**config.mk**
```make
export PLATFORM = sky130hd
export DESIGN_NAME = simd_sat_adder
export DESIGN_NICKNAME = d
export VERILOG_FILES = /design/src/rtl/simd_pkg.sv /design/src/rtl/simd_ctrl.sv /design/src/rtl/simd_datapath.sv /design/src/rtl/simd_sat_adder.sv
export SDC_FILE = /design/constraint.sdc
export NUM_CORES = 1
export LEC_CHECK = 0
export CAP_MARGIN = 5
export CORE_MARGIN = 4
export CORE_UTILIZATION = 40
export DETAILED_ROUTE_END_ITERATION = 10
export HOLD_SLACK_MARGIN = 0.02
export PLACE_DENSITY = 0.75
export RECOVER_POWER = 100
export SLEW_MARGIN = 15
export SYNTH_ARGS = -nofsm -noshare
export SYNTH_HDL_FRONTEND = slang
export SYNTH_SLANG_ARGS = --single-unit
export TNS_END_PERCENT = 10
```
**constraint.sdc**
```tcl
create_clock -name clk -period 22.3 [get_ports clk]
set_clock_uncertainty 0.05 [all_clocks]
set_input_delay 2.23 -clock clk [delete_from_list [all_inputs] [get_ports clk]]
set_output_delay 2.23 -clock clk [all_outputs]
set_load 0.02 [all_outputs]
```
**src/rtl/simd_pkg.sv**
```systemverilog
package simd_pkg;
  localparam int SIMD_BYTES = 8;
  localparam int BYTE_BITS  = 8;
  localparam int DATA_BITS  = SIMD_BYTES * BYTE_BITS;
  localparam int IDX_BITS   = $clog2(SIMD_BYTES);

  typedef enum logic [1:0] {
    LANE_B8  = 2'b00,
    LANE_B16 = 2'b01,
    LANE_B32 = 2'b10,
    LANE_B64 = 2'b11
  } laneSel_e;

  // strobes from control to datapath
  typedef struct packed {
    logic                subOp;
    logic                satOn;
    logic [IDX_BITS-1:0] laneMask; // bytes per element minus one
  } laneCtrl_t;
endpackage

```
**src/rtl/simd_ctrl.sv**
```systemverilog
module simd_ctrl
  import simd_pkg::*;
(
  input  logic [1:0] laneSel,
  input  logic       subEn,
  input  logic       satEn,
  output laneCtrl_t  strobes
);
  laneSel_e selCode;
  logic [IDX_BITS:0] laneBytes;

  always_comb begin
    selCode   = laneSel_e'(laneSel);
    laneBytes = (IDX_BITS+1)'(1) << selCode;
    if (laneBytes > (IDX_BITS+1)'(SIMD_BYTES))
      laneBytes = (IDX_BITS+1)'(SIMD_BYTES);
    strobes.subOp    = subEn;
    strobes.satOn    = satEn;
    strobes.laneMask = IDX_BITS'(laneBytes - (IDX_BITS+1)'(1));
  end
endmodule

```
**src/rtl/simd_datapath.sv**
```systemverilog
module simd_datapath
  import simd_pkg::*;
(
  input  logic [DATA_BITS-1:0]  opA,
  input  logic [DATA_BITS-1:0]  opB,
  input  laneCtrl_t             strobes,
  output logic [DATA_BITS-1:0]  sumOut,
  output logic [SIMD_BYTES-1:0] ovfOut
);
  localparam logic [BYTE_BITS-1:0] TOP_POS = {1'b0, {(BYTE_BITS-1){1'b1}}};
  localparam logic [BYTE_BITS-1:0] TOP_NEG = {1'b1, {(BYTE_BITS-1){1'b0}}};

  logic [SIMD_BYTES-1:0] carryIn, carryOut, isFirst, isLast, ovfPos, ovfNeg;
  logic [DATA_BITS-1:0]  rawSum, opBMod;

  // byte slices of the partitioned carry chain
  for (genvar b = 0; b < SIMD_BYTES; b++) begin : gByte
    localparam logic [IDX_BITS-1:0] IDX = IDX_BITS'(b);
    logic aMsb, bMsb, sMsb;

    assign isFirst[b] = (IDX & strobes.laneMask) == '0;
    assign isLast[b]  = (IDX & strobes.laneMask) == strobes.laneMask;
    assign opBMod[b*BYTE_BITS +: BYTE_BITS] =
      opB[b*BYTE_BITS +: BYTE_BITS] ^ {BYTE_BITS{strobes.subOp}};

    if (b == 0) begin : gLow
      assign carryIn[b] = strobes.subOp;
    end else begin : gUp
      assign carryIn[b] = isFirst[b] ? strobes.subOp : carryOut[b-1];
    end

    assign {carryOut[b], rawSum[b*BYTE_BITS +: BYTE_BITS]} =
      {1'b0, opA[b*BYTE_BITS +: BYTE_BITS]} +
      {1'b0, opBMod[b*BYTE_BITS +: BYTE_BITS]} +
      (BYTE_BITS+1)'(carryIn[b]);

    assign aMsb = opA[b*BYTE_BITS + BYTE_BITS-1];
    assign bMsb = opBMod[b*BYTE_BITS + BYTE_BITS-1];
    assign sMsb = rawSum[b*BYTE_BITS + BYTE_BITS-1];
    assign ovfPos[b] = isLast[b] & ~aMsb & ~bMsb &  sMsb;
    assign ovfNeg[b] = isLast[b] &  aMsb &  bMsb & ~sMsb;
  end

  // spread the element flag over its bytes and clamp
  for (genvar b = 0; b < SIMD_BYTES; b++) begin : gSat
    localparam logic [IDX_BITS-1:0] IDX = IDX_BITS'(b);
    logic [IDX_BITS-1:0] endIdx;
    logic posHit, negHit;

    assign endIdx = IDX | strobes.laneMask;
    assign posHit = ovfPos[endIdx];
    assign negHit = ovfNeg[endIdx];
    assign ovfOut[b] = posHit | negHit;

    always_comb begin
      if (strobes.satOn && posHit)
        sumOut[b*BYTE_BITS +: BYTE_BITS] = isLast[b] ? TOP_POS : {BYTE_BITS{1'b1}};
      else if (strobes.satOn && negHit)
        sumOut[b*BYTE_BITS +: BYTE_BITS] = isLast[b] ? TOP_NEG : {BYTE_BITS{1'b0}};
      else
        sumOut[b*BYTE_BITS +: BYTE_BITS] = rawSum[b*BYTE_BITS +: BYTE_BITS];
    end
  end
endmodule

```
**src/rtl/simd_sat_adder.sv**
```systemverilog
module simd_sat_adder
  import simd_pkg::*;
#(
  parameter bit REG_OUT = 1'b1
) (
  input  logic                  clk,
  input  logic                  rstN,
  input  logic [DATA_BITS-1:0]  opA,
  input  logic [DATA_BITS-1:0]  opB,
  input  logic [1:0]            laneSel,
  input  logic                  subEn,
  input  logic                  satEn,
  output logic [DATA_BITS-1:0]  result,
  output logic [SIMD_BYTES-1:0] laneOvf
);
  localparam int TOP = DATA_BITS - 1;

  laneCtrl_t             strobes;
  logic [DATA_BITS-1:0]  sumComb;
  logic [SIMD_BYTES-1:0] ovfComb;

  simd_ctrl uCtrl (
    .laneSel (laneSel),
    .subEn   (subEn),
    .satEn   (satEn),
    .strobes (strobes)
  );

  simd_datapath uDp (
    .opA     (opA),
    .opB     (opB),
    .strobes (strobes),
    .sumOut  (sumComb),
    .ovfOut  (ovfComb)
  );

  if (REG_OUT) begin : gReg
    logic checkValid;

    always_ff @(posedge clk) begin
      if (!rstN) begin
        result     <= '0;
        laneOvf    <= '0;
        checkValid <= 1'b0;
      end else begin
        result     <= sumComb;
        laneOvf    <= ovfComb;
        checkValid <= 1'b1;
      end
    end

    AST_WRAP_FULL: assert property (@(posedge clk) disable iff (!rstN)
      checkValid && $past(!satEn && laneSel == LANE_B64) |->
        result == $past(subEn ? opA - opB : opA + opB));
    AST_NO_OVERFLOW: assert property (@(posedge clk) disable iff (!rstN)
      checkValid && $past(!subEn && (opA[TOP] != opB[TOP])) |->
        !laneOvf[SIMD_BYTES-1]);
    AST_SUB_NO_OVERFLOW: assert property (@(posedge clk) disable iff (!rstN)
      checkValid && $past(subEn && (opA[TOP] == opB[TOP])) |->
        !laneOvf[SIMD_BYTES-1]);
    AST_CLAMP_POS: assert property (@(posedge clk) disable iff (!rstN)
      checkValid && $past(satEn && !opA[TOP]) && laneOvf[SIMD_BYTES-1] |->
        result[TOP -: BYTE_BITS] == 8'h7F);
    AST_CLAMP_NEG: assert property (@(posedge clk) disable iff (!rstN)
      checkValid && $past(satEn && opA[TOP]) && laneOvf[SIMD_BYTES-1] |->
        result[TOP -: BYTE_BITS] == 8'h80);

    for (genvar b = 1; b < SIMD_BYTES; b += 2) begin : gFlagChk
      AST_FLAG_REPLICATED: assert property (@(posedge clk) disable iff (!rstN)
        checkValid && $past(laneSel != LANE_B8) |->
          laneOvf[b] == laneOvf[b-1]);
    end
  end else begin : gComb
    assign result  = sumComb;
    assign laneOvf = ovfComb;
  end
endmodule

```
==> impl_metrics.toml <==
[sta]
post-route-min-period_ns = 17.97
period_share_pct = 80.6
setup_viol = 0
fin_tns_setup_ns = 0
slew_headroom_pct = 19.8
tightestPinTransition_ns = 1.19
finalHoldViolCount = 0
rsz0062_at_grt = "no"
slew_viol_final = 0
fmax_mhz = 55.7

[synthesis]
synthesis.nets = 919
synth_area_per_cell_um2 = 8.59
synth_area_leader_cell = "dfxtp_1"
syn_inst = 713
yosysSeqAreaShare_pct = 23.5
synth_warnings = 0
synth_edf_count = 0
ys_async_sr_fraction_pct = 0
yosysMostFrequentCell = "xor2_1"
synth_top_cell_area_share_pct = 23.5
synth-seq-cells = 72
synth_area_um2 = 6130
ys_types = 78
synth_area_leaders = "dfxtp_1 24%, ha_1 12%, xor2_1 10%"
synth_top_flop_cell = "dfxtp_1"
synthTopCellsByCount = "73 x xor2_1, 72 x dfxtp_1, 57 x ha_1"

[cells_and_area]
area_growth_pct = 40.2
multi_input_area_um2 = 4370
drive_above_1_share_pct = 4.57
nets = 1120
fillCellCount = 1362
antennaDiodeCount = 0
final-seq-area_um2 = 1440

[detailed_routing]
vias = 5983
wl_per_cell_um = 16.6
drt_drc_violations_left = 0
wirelength_um = 18300
drtAntennaViolNets = 0
viasPerCell = 5.42
drt_iter0_drc = 375
dr.pass1.iters = 5

[floorplanning]
io_pins = 206
dieArea_um2 = 17400
core_region_area_um2 = 14800
die_h_um = 132
rows = 44
die_x_um = 132
initial_core_util_pct = 41.5

[clock_network]
holdBufCountCts = 0
cts_max_path_buffers = 2
cts_setup_buffers = 0
clock_sinks = 72
numCtsBuffers = 9
htreeDepth = 3
cts_tree = "built"
root_buffer = "clkbuf_16"
ctsResizeCount = 0
clkSlewWorstSetupHoldPaths_ns = 0.06

[setup_path]
required_ns = 22.48
slowest_stage = "a2111oi_0"
cp_max_fo = 8
crit_top_cell = "o21ai_0"
crit_path_start_kind = "input port"
worstSetupEndpointType = "flip-flop"
path_buf_inv = 1
critPathTopFamily = "compound AO/OA/AOI/OAI gates"
max_stage_delay_ns = 0.85
path_class = "in2reg"
cp.arrival_ns = 18.15

[job]
drv_cap = 0

[global_routing]
grt_max_degree = 49
grt_usage_pct = 20.6
grt_pass1_vias = 5829
grt-ovfl-total = 0
antenna_found_initial = 0
grt_pass1_wl_um = 29300

[place]
gp_congestion = 0.870
io_buffers = 205
dp_hpwl_um = 14500

[pwr]
power_density_nw_per_um2 = 69.1
cellLeakagePower_uw = 0.00375
ir_worst_vdd_mv = 0.0356
power_uw = 594

[worst_hold_path]
hp-class = "in2reg"

[outcome]
status = "completed"
==> worst min-delay path: cells and delay by family <==
kind	cells	cell delay (ns)
AOI/OAI and AO/OA	1	0.06
buffers and inverters	1	0.45
xor gates and xnor gates	1	0.18
==> cells in the final DEF (no fill, tap or decap), types with 37 or more instances in the layout <==
cell type	instances
clkdlybuf4s50_1	131
nor2_1	49
xor2_1	73
a21oi_1	52
ha_1	57
inv_1	37
dfxtp_1	72
dlygate4sd3_1	73
o21ai_0	55
nand2_1	41
==> report_power, final <==
| part | internal [uW] | switching, uW | total (uW) |
|---|---|---|---|
| clock network | 95.8 | 59.3 | 155 |
| registers | 154 | 6.22 | 160 |
| logic | 128 | 150 | 279 |
| total | 378 | 216 | 594 |
==> state kept, by name (all words and copies together), names as in the netlist <==
register  count
laneOvf       8
result       64
==> cells by family (layout without fill, tap and decap cells) <==
kind of cell    after synthesis  count (layout)  synth area share, %
compound gates              233             233                 27.5
xor+xnor                     97              97                 13.9
fa+ha+maj                    72              72                 16.5
buf+inv                      59             265                 3.76
flops                        72              72                 23.5
mux                           2               2                0.347
simple gates                178             178                 14.4
==> final cells by class <==
class | instances | share of cell area (%)
clock inverters | 4 | 0.597
inverters | 39 | 1.70
repair buffers | 210 | 24.3
clock buffers | 12 | 3.10
flip-flops and latches | 72 | 16.8
well taps | 184 | 2.68
multi-input cells | 582 | 50.9
==> metrics by stage <==
stage	util (%)	instances	cell area, um2	hold slack [ns]	setup slack [ns]
after floorplan	-	713	6130	2.36	6.63
after global placement	56.7	1087	8360	2.91	5.23
after detailed placement	56.7	1087	8360	2.89	4.90
after CTS	58.8	1103	8680	2.53	5.20
after global routing	58.2	1103	8590	2.58	2.84
final	58.2	1103	8590	2.56	4.33
==> path summary, 6_finish.rpt <==
check	startpoint	cells past startpoint	slack (ns)	to
min	opA[0]	3	2.56	result[0]
max	opB[0]	72	4.33	result[6]
==> per-layer routing <==
metal	part of all wire [%]	vias up	track usage [%]
li1	-	2978	-
met1	44	2763	25.8
met2	46	216	34.2
met3	7.6	26	5.38
met4	2.2	0	7.88
met5	0	-	0
Note: power is estimated with default switching activity, not from simulation.
